--- src/rtl/lbs_pkg.sv ---
package lbs_pkg;

  typedef enum logic [4:0] {
    ST_RST_ENTER,
    ST_RST_HOLD,
    ST_RST_EXIT,
    ST_TRAIN_WAIT,
    ST_RELEASE,
    ST_PRESENCE,
    ST_DETECT,
    ST_BROKEN,
    ST_SPEED,
    ST_L0,
    ST_VC_WAIT,
    ST_RETRAIN,
    ST_WA,
    ST_FAIL,
    ST_ABSENT,
    ST_SUCCESS,
    ST_COMPLY,
    ST_DONE
  } lbs_state_e;

  localparam logic [1:0] VERDICT_FAIL   = 2'd0;
  localparam logic [1:0] VERDICT_COMPLY = 2'd1;
  localparam logic [1:0] VERDICT_BROKEN = 2'd2;
  localparam logic [1:0] VERDICT_SPEED  = 2'd3;

  localparam logic [1:0] WA_NOT_READY = 2'd0;
  localparam logic [1:0] WA_OK        = 2'd1;
  localparam logic [1:0] WA_RESET_DEV = 2'd2;

endpackage

--- src/rtl/lbs_timer.sv ---
module lbs_timer #(
  parameter int TS_W = 32
) (
  input  logic            clk,
  input  logic            rst_n,
  input  logic [TS_W-1:0] ts,
  input  logic            restart,
  output logic [TS_W-1:0] elapsed
);

  logic [TS_W-1:0] start_q;

  function automatic logic [TS_W-1:0] wrap_diff(input logic [TS_W-1:0] now,
                                                input logic [TS_W-1:0] then_ts);
    return now - then_ts;
  endfunction

  always_ff @(posedge clk or negedge rst_n) begin
    if (!rst_n) begin
      start_q <= '0;
    end else if (restart) begin
      start_q <= ts;
    end
  end

  assign elapsed = wrap_diff(ts, start_q);

endmodule

--- src/rtl/lbs_retry.sv ---
module lbs_retry #(
  parameter int LIMIT = 5
) (
  input  logic clk,
  input  logic rst_n,
  input  logic bump,
  output logic exhausted
);

  localparam int CNT_W = $clog2(LIMIT + 1);

  logic [CNT_W-1:0] used_q;

  always_ff @(posedge clk or negedge rst_n) begin
    if (!rst_n) begin
      used_q <= '0;
    end else if (bump && !exhausted) begin
      used_q <= used_q + 1'b1;
    end
  end

  assign exhausted = (used_q >= CNT_W'(LIMIT));

endmodule

--- src/rtl/lbs_outcome.sv ---
module lbs_outcome (
  input  logic clk,
  input  logic rst_n,
  input  logic set_success,
  input  logic set_comply,
  input  logic set_fail,
  input  logic set_absent,
  input  logic set_done,
  output logic st_success,
  output logic st_compliance,
  output logic st_fail,
  output logic st_not_present,
  output logic done
);

  always_ff @(posedge clk or negedge rst_n) begin
    if (!rst_n) begin
      st_success     <= 1'b0;
      st_compliance  <= 1'b0;
      st_fail        <= 1'b0;
      st_not_present <= 1'b0;
      done           <= 1'b0;
    end else begin
      if (set_success) st_success <= 1'b1;
      if (set_comply)  st_compliance <= 1'b1;
      if (set_fail)    st_fail <= 1'b1;
      // a failed port also passes the absent step; it keeps only the fail flag
      if (set_absent && !st_fail) st_not_present <= 1'b1;
      if (set_done)    done <= 1'b1;
    end
  end

endmodule

--- src/rtl/link_bringup_sup.sv ---
module link_bringup_sup #(
  parameter int TS_W              = 32,
  parameter int CODE_W            = 6,
  parameter int LANE_W            = 5,
  parameter int PRESENCE_CODE_MAX = 4,
  parameter int ACTIVE_CODE       = 16,
  parameter int VC_TIMEOUT_US     = 1000000,
  parameter int WA_TIMEOUT_US     = 3000000,
  parameter int WA_RETRY_MAX      = 5,
  parameter int WA_MIN_LANES      = 8
) (
  input  logic              clk,
  input  logic              rst_n,
  input  logic [TS_W-1:0]   ts_us,
  input  logic [TS_W-1:0]   dur_rst_assert,
  input  logic [TS_W-1:0]   dur_rst_to_train,
  input  logic [TS_W-1:0]   dur_rx_detect,
  input  logic [TS_W-1:0]   dur_l0_wait,
  input  logic [CODE_W-1:0] link_code,
  input  logic [1:0]        verdict,
  input  logic [LANE_W-1:0] neg_width,
  input  logic [LANE_W-1:0] phy_lanes,
  input  logic              vc_pending,
  input  logic              cfg_compliance,
  input  logic              cfg_hotplug,
  input  logic              cfg_wa_en,
  input  logic              cfg_gen1_cap,
  input  logic [1:0]        wa_status,
  output logic              slot_rst,
  output logic              link_dis,
  output logic              hold_train,
  output logic              retrain,
  output logic              width_req,
  output logic [LANE_W-1:0] width_val,
  output logic              gen1_req,
  output logic              bw_mgmt_set,
  output logic              st_success,
  output logic              st_compliance,
  output logic              st_fail,
  output logic              st_not_present,
  output logic              done
);
  import lbs_pkg::*;

  localparam logic [TS_W-1:0]   VC_LIMIT  = TS_W'(VC_TIMEOUT_US);
  localparam logic [TS_W-1:0]   WA_LIMIT  = TS_W'(WA_TIMEOUT_US);
  localparam logic [CODE_W-1:0] CODE_PRES = CODE_W'(PRESENCE_CODE_MAX);
  localparam logic [CODE_W-1:0] CODE_L0   = CODE_W'(ACTIVE_CODE);
  localparam logic [LANE_W-1:0] LANES_WA  = LANE_W'(WA_MIN_LANES);

  lbs_state_e state_q, state_d;

  logic [TS_W-1:0] elapsed;
  logic            timer_restart;
  logic            retry_exhausted;
  logic            gen1_forced_q;

  // named internal events
  logic ev_rst_on, ev_rst_off, ev_release;
  logic ev_width, ev_gen1, ev_retrain, ev_retry;
  logic ev_success, ev_comply, ev_fail, ev_absent, ev_done;

  function automatic logic reached(input logic [TS_W-1:0] el,
                                   input logic [TS_W-1:0] lim);
    return el >= lim;
  endfunction

  function automatic logic partial_width(input logic [LANE_W-1:0] neg,
                                         input logic [LANE_W-1:0] phy);
    return (neg != '0) && (neg < phy);
  endfunction

  function automatic lbs_state_e verdict_step(input logic [1:0] v);
    case (v)
      VERDICT_COMPLY: return ST_COMPLY;
      VERDICT_BROKEN: return ST_BROKEN;
      VERDICT_SPEED:  return ST_SPEED;
      default:        return ST_FAIL;
    endcase
  endfunction

  logic gen1_now;
  logic wa_needed;
  assign gen1_now  = cfg_gen1_cap | gen1_forced_q;
  assign wa_needed = cfg_wa_en && (phy_lanes >= LANES_WA);

  lbs_timer #(.TS_W(TS_W)) u_timer (
    .clk     (clk),
    .rst_n   (rst_n),
    .ts      (ts_us),
    .restart (timer_restart),
    .elapsed (elapsed)
  );

  lbs_retry #(.LIMIT(WA_RETRY_MAX)) u_retry (
    .clk       (clk),
    .rst_n     (rst_n),
    .bump      (ev_retry),
    .exhausted (retry_exhausted)
  );

  lbs_outcome u_outcome (
    .clk            (clk),
    .rst_n          (rst_n),
    .set_success    (ev_success),
    .set_comply     (ev_comply),
    .set_fail       (ev_fail),
    .set_absent     (ev_absent),
    .set_done       (ev_done),
    .st_success     (st_success),
    .st_compliance  (st_compliance),
    .st_fail        (st_fail),
    .st_not_present (st_not_present),
    .done           (done)
  );

  always_comb begin
    state_d       = state_q;
    timer_restart = 1'b0;
    ev_rst_on     = 1'b0;
    ev_rst_off    = 1'b0;
    ev_release    = 1'b0;
    ev_width      = 1'b0;
    ev_gen1       = 1'b0;
    ev_retrain    = 1'b0;
    ev_retry      = 1'b0;
    ev_success    = 1'b0;
    ev_comply     = 1'b0;
    ev_fail       = 1'b0;
    ev_absent     = 1'b0;
    ev_done       = 1'b0;
    unique case (state_q)
      ST_RST_ENTER: begin
        ev_rst_on     = 1'b1;
        timer_restart = 1'b1;
        state_d       = ST_RST_HOLD;
      end
      ST_RST_HOLD: begin
        if (reached(elapsed, dur_rst_assert)) state_d = ST_RST_EXIT;
      end
      ST_RST_EXIT: begin
        ev_rst_off    = 1'b1;
        timer_restart = 1'b1;
        state_d       = ST_TRAIN_WAIT;
      end
      ST_TRAIN_WAIT: begin
        if (reached(elapsed, dur_rst_to_train)) state_d = ST_RELEASE;
      end
      ST_RELEASE: begin
        ev_release    = 1'b1;
        timer_restart = 1'b1;
        state_d       = cfg_compliance ? ST_COMPLY : ST_PRESENCE;
      end
      ST_PRESENCE: begin
        if (link_code > CODE_PRES) begin
          timer_restart = 1'b1;
          state_d       = ST_DETECT;
        end else if (reached(elapsed, dur_rx_detect)) begin
          state_d = ST_ABSENT;
        end
      end
      ST_DETECT: begin
        if (link_code == CODE_L0) begin
          state_d = ST_L0;
        end else if (reached(elapsed, dur_l0_wait)) begin
          state_d = verdict_step(verdict);
        end
      end
      ST_BROKEN: begin
        if (partial_width(neg_width, phy_lanes)) begin
          ev_width = 1'b1;
          state_d  = ST_RST_ENTER;
        end else begin
          state_d = ST_SPEED;
        end
      end
      ST_SPEED: begin
        if (!gen1_now) begin
          ev_gen1 = 1'b1;
          state_d = ST_RST_ENTER;
        end else begin
          state_d = ST_FAIL;
        end
      end
      ST_L0: begin
        timer_restart = 1'b1;
        state_d       = ST_VC_WAIT;
      end
      ST_VC_WAIT: begin
        if (!vc_pending) begin
          if (wa_needed) begin
            timer_restart = 1'b1;
            state_d       = ST_WA;
          end else begin
            state_d = ST_SUCCESS;
          end
        end else if (reached(elapsed, VC_LIMIT)) begin
          state_d = ST_RETRAIN;
        end
      end
      ST_RETRAIN: begin
        ev_retrain    = 1'b1;
        timer_restart = 1'b1;
        state_d       = ST_DETECT;
      end
      ST_WA: begin
        case (wa_status)
          WA_OK: state_d = ST_SUCCESS;
          WA_RESET_DEV: begin
            if (!retry_exhausted) begin
              ev_retry = 1'b1;
              state_d  = ST_RST_ENTER;
            end else begin
              state_d = ST_FAIL;
            end
          end
          default: begin
            if (reached(elapsed, WA_LIMIT)) state_d = ST_FAIL;
          end
        endcase
      end
      ST_FAIL: begin
        ev_fail = 1'b1;
        state_d = ST_ABSENT;
      end
      ST_ABSENT: begin
        ev_absent = 1'b1;
        state_d   = ST_DONE;
      end
      ST_SUCCESS: begin
        ev_success = 1'b1;
        state_d    = ST_DONE;
      end
      ST_COMPLY: begin
        ev_comply = 1'b1;
        state_d   = ST_DONE;
      end
      ST_DONE: begin
        ev_done = 1'b1;
      end
      default: state_d = ST_RST_ENTER;
    endcase
  end

  always_ff @(posedge clk or negedge rst_n) begin
    if (!rst_n) begin
      state_q <= ST_RST_ENTER;
    end else begin
      state_q <= state_d;
    end
  end

  // level controls toward the slot and the port
  always_ff @(posedge clk or negedge rst_n) begin
    if (!rst_n) begin
      slot_rst   <= 1'b0;
      link_dis   <= 1'b0;
      hold_train <= 1'b1;
    end else begin
      if (ev_rst_on) begin
        slot_rst <= 1'b1;
        link_dis <= 1'b1;
      end else if (ev_rst_off) begin
        slot_rst <= 1'b0;
        link_dis <= 1'b0;
      end
      if (ev_release) begin
        hold_train <= 1'b0;
      end else if (ev_absent && !cfg_hotplug) begin
        hold_train <= 1'b1;
      end
    end
  end

  // one-cycle strobes and recovery bookkeeping
  always_ff @(posedge clk or negedge rst_n) begin
    if (!rst_n) begin
      retrain       <= 1'b0;
      width_req     <= 1'b0;
      width_val     <= '0;
      gen1_req      <= 1'b0;
      bw_mgmt_set   <= 1'b0;
      gen1_forced_q <= 1'b0;
    end else begin
      retrain     <= ev_retrain;
      width_req   <= ev_width;
      gen1_req    <= ev_gen1;
      bw_mgmt_set <= ev_success;
      if (ev_width) width_val <= neg_width;
      if (ev_gen1)  gen1_forced_q <= 1'b1;
    end
  end

endmodule

--- config.mk ---
export PLATFORM = sky130hd
export DESIGN_NAME = link_bringup_sup
export DESIGN_NICKNAME = d
export VERILOG_FILES = /design/src/rtl/lbs_pkg.sv /design/src/rtl/lbs_timer.sv /design/src/rtl/lbs_retry.sv /design/src/rtl/lbs_outcome.sv /design/src/rtl/link_bringup_sup.sv
export SDC_FILE = /design/constraint.sdc
export NUM_CORES = 1
export LEC_CHECK = 0
export BUFFER_PORTS_ARGS = -buffer_cell sky130_fd_sc_hd__buf_4
export CAP_MARGIN = 10
export CORE_AREA = 2 2 124 126
export DETAILED_ROUTE_END_ITERATION = 10
export DIE_AREA = 0 0 126 128
export PLACE_DENSITY = 0.81
export SLEW_MARGIN = 20
export SYNTH_ARGS = -nofsm -noshare
export SYNTH_HDL_FRONTEND = slang
export SYNTH_SLANG_ARGS = --single-unit
--- constraint.sdc ---
create_clock -name clk -period 10.9 [get_ports clk]
set_input_delay 0 -clock clk [delete_from_list [all_inputs] [get_ports clk]]
set_output_delay 0 -clock clk [all_outputs]
set_load 0.02 [all_outputs]
==> reports/summary.txt <==
number of synthesized flops with an enable pin -> 0
Clock Pin Slew Worst Setup and Hold Paths -> 0.05 ns
share of post-route cells with drive strength above 1 -> 23.1%
first-pass GRT wire length -> 36.9 mm
full die area -> 0.0161 mm^2
number of DRC markers in iteration 0 -> 513
fillcell total -> 1207
# IOs -> 204
CP Class -> in -> reg
Power Density -> 309 mW/mm^2
Die X -> 126 um
HP Class -> in -> reg
diodes inserted -> 0
Die H -> 128 um
Final period util -> 47.7%
clock skew -> 0.00739 ns
final wirelength -> 22.7 mm
Skew-Pair Late Insertion Delay -> 0.34 ns
CTS Sinks -> 57
outcome -> complete, no violations
vias in the first global route -> 7710
Sw Ratio -> 50.1%
total CTS buffers -> 9
Area growth, synth to finish -> 30.5%
post-synthesis sequential area ratio -> 17.9%
Worst-Margin Slew -> 0.880 ns
RSZ-0062 raised after global routing -> no
Critical Path Most Common Cell -> inv_1
Worst setup SP type -> input port
post-route setup TNS -> 0 ns
root buf cell -> clkbuf_16
cells on worst reg2reg path -> 20
Crit path required time -> 11.13 ns
Avg WL per Cell -> 16.0 um
mapped cell area -> 0.00798 mm^2
Main synth FF type -> dfrtp_1
crit path DAT -> 5.42 ns
worst hold stages -> 6
maxcap violations -> 0
internal power -> 1.61 mW
Total GRT Usage -> 28.3%
core area -> 0.0149 mm^2
clk buf depth -> 2
I/O Buffers -> 203
Slew Viols, Final -> 0
Final Critical Period -> 5.19 ns
final setup fails -> 0
Syn Inst Count -> 981
crit path max fanout -> 5
Clk pwr share -> 9.4%
Flop pwr share -> 12.0%
Comb power frac -> 78.6%
largest net degree at the start of global routing -> 58
Pwr Total -> 3.21 mW
Cell variety after synth -> 75
initial core utilization -> 53.7%
# H-tree levels -> 3
CP cell instances -> dlygate4sd3_1 > buf_4 > inv_1 > ha_1 > inv_1 > fa_1 > a211oi_1 > o211ai_2 > nand3_1 > a31oi_1 > nor2_1 > o21ai_0 > xnor2_1 > inv_1 > ha_1 > a21o_1 > a21o_1 > a2111oi_0 > and3b_1 > o211ai_1 > o21ai_0 > a311oi_4 > mux2_2
Avg Inst Size Synth -> 8.13 um^2
Placer Congestion -> 0.941
routed vias -> 7989
Setup crit end kind -> flop
ANT nets after route -> 0
switching power -> 1.61 mW
CTS tree -> done
leakage power -> 5.73 nW
Syn Nets -> 1340
fin nets -> 1581
total iterations of the first detailed-routing run -> 5
via density per instance -> 5.65
# DRC -> 0
Final Hold Fails -> 0
Max Fclk -> 0.193 GHz
Final HPWL DP -> 18.2 mm
CP max-delay cell -> dlygate4sd3_1
initial antenna violation count -> 0
VDD IR max -> 0.207 mV
Worst slew margin -> 41.0%
Synth async-reset ratio -> 100%
crit-path max cell delay -> 0.55 ns
Rows -> 45
FF+latch count, synth -> 57
grt total ovfl -> 0
synth warn -> 0
-- sequential cells by signal, summed over array words and instances (netlist names) --
signal,cells
u_outcome.st_not_present,1
u_outcome.st_success,1
u_outcome.done,1
u_outcome.st_fail,1
link_dis,1
width_val,5
retrain,1
hold_train,1
state_q,5
bw_mgmt_set,1
gen1_req,1
u_retry.used_q,3
u_outcome.st_compliance,1
u_timer.start_q,32
width_req,1
gen1_forced_q,1
-- power groups by stage --
stage                     clock [mW]  combinational, mW  sequential [mW]
after global placement             0               2.37            0.377
after floorplan                    0               1.85            0.372
after detailed placement           0               2.46            0.385
final                          0.301               2.53            0.385
after CTS                      0.304               2.49            0.381
after global routing           0.316               2.84            0.398
-- what timing repair did --
item | CTS | global route
hold buffers | 40 | 0
buffers inserted | 0 | 0
endpoints found under the hold margin | 95 | 0
setup endpoints to repair | 0 | 0
resized for setup | 0 | 0
-- final timing paths --
check                                   start  slack (ns)                 end
setup reg to reg           u_timer.start_q[0]        5.77          state_q[1]
max in group asynchronous               rst_n       10.16            link_dis
hold reg to reg                 gen1_forced_q        0.48            gen1_req
min in group asynchronous               rst_n        0.25  u_timer.start_q[2]
setup / recovery                     ts_us[0]        5.71          state_q[1]
hold / removal                 cfg_compliance        0.20          state_q[4]
-- per-stage QoR --
| step | hold WS [ns] | worst slack (ns) | std cells | instance area [um^2] | utilization (%) |
|---|---|---|---|---|---|
| finish | 0.201 | 5.71 | 1415 | 10400 | 70.1 |
| global route | 0.274 | 5.15 | 1415 | 10400 | 70.1 |
| CTS | 0.190 | 5.90 | 1415 | 10400 | 70.1 |
| detailed placement | 0.0943 | 5.95 | 1359 | 9700 | 65.3 |
| global placement | 0.0985 | 6.09 | 1359 | 9700 | 65.3 |
| floorplan | -0.296 | 6.56 | 981 | 7980 | - |
-- cell type report --
class | instances | area, um^2 | area share [%]
timing repair buffer | 245 | 1940 | 18.6
multi-input combinational | 721 | 5790 | 55.6
inverter | 188 | 706 | 6.78
sequential | 57 | 1430 | 13.7
clock inverter | 6 | 83.8 | 0.805
tap | 188 | 235 | 2.26
clock buffer | 10 | 229 | 2.20
-- logic make-up (layout without fill, tap and decap cells) --
| family | after synthesis | after routing | share of synthesized area (%) |
|---|---|---|---|
| compound gates | 266 | 266 | 22.9 |
| simple gates | 215 | 215 | 13.7 |
| buf+inv | 203 | 449 | 9.65 |
| fa+ha+maj | 172 | 172 | 27.1 |
| flops | 57 | 57 | 17.9 |
| mux | 40 | 40 | 5.65 |
| xor+xnor | 28 | 28 | 3.17 |
-- synthesized netlist by cell type (7+ instances only) --
cell type	instances	share of area, %
nand2b_1	13	1.0
o211ai_1	7	0.66
nand3_1	16	1.0
nor3_1	14	0.88
xor2_1	14	1.5
nand4_1	27	2.1
nand2_1	57	2.7
nor2b_1	7	0.55
o21ai_0	46	2.9
mux2_2	40	5.6
a211oi_1	11	1.0
nor2_1	48	2.3
a21oi_1	68	4.3
clkbuf_1	11	0.52
ha_1	171	27
xnor2_1	13	1.4
dfrtp_1	56	18
inv_1	188	8.8
a21o_1	52	4.9
a31oi_1	8	0.63
-- worst max-delay path: cells and delay by family --
kind	cells	cell delay [ns]
xor gates and xnor gates	1	0.41
adders and majority gates	3	0.82
and+or+nand+nor	3	0.64
AOI/OAI and AO/OA	10	2.21
muxes	1	0.31
buffers and inverters	5	1.02
-- metal layers --
metal	global-route usage (%)	up-vias	wire, um
met2	48.1	291	10700
met4	9.37	0	636
met1	36.5	3699	10000
li1	-	3955	-
met3	4.92	44	1390
met5	0	-	0
-- layout by cell type (no fill, tap or decap), types with 14 or more instances in the layout --
cell type,count
buf_4,205
inv_1,188
ha_1,171
a21oi_1,68
nand2_1,57
dfrtp_1,56
a21o_1,52
nor2_1,48
o21ai_0,46
mux2_2,40
dlygate4sd3_1,40
nand4_1,27
nand3_1,16
xor2_1,14
nor3_1,14
No activity file was read; power rests on OpenSTA's default activity.
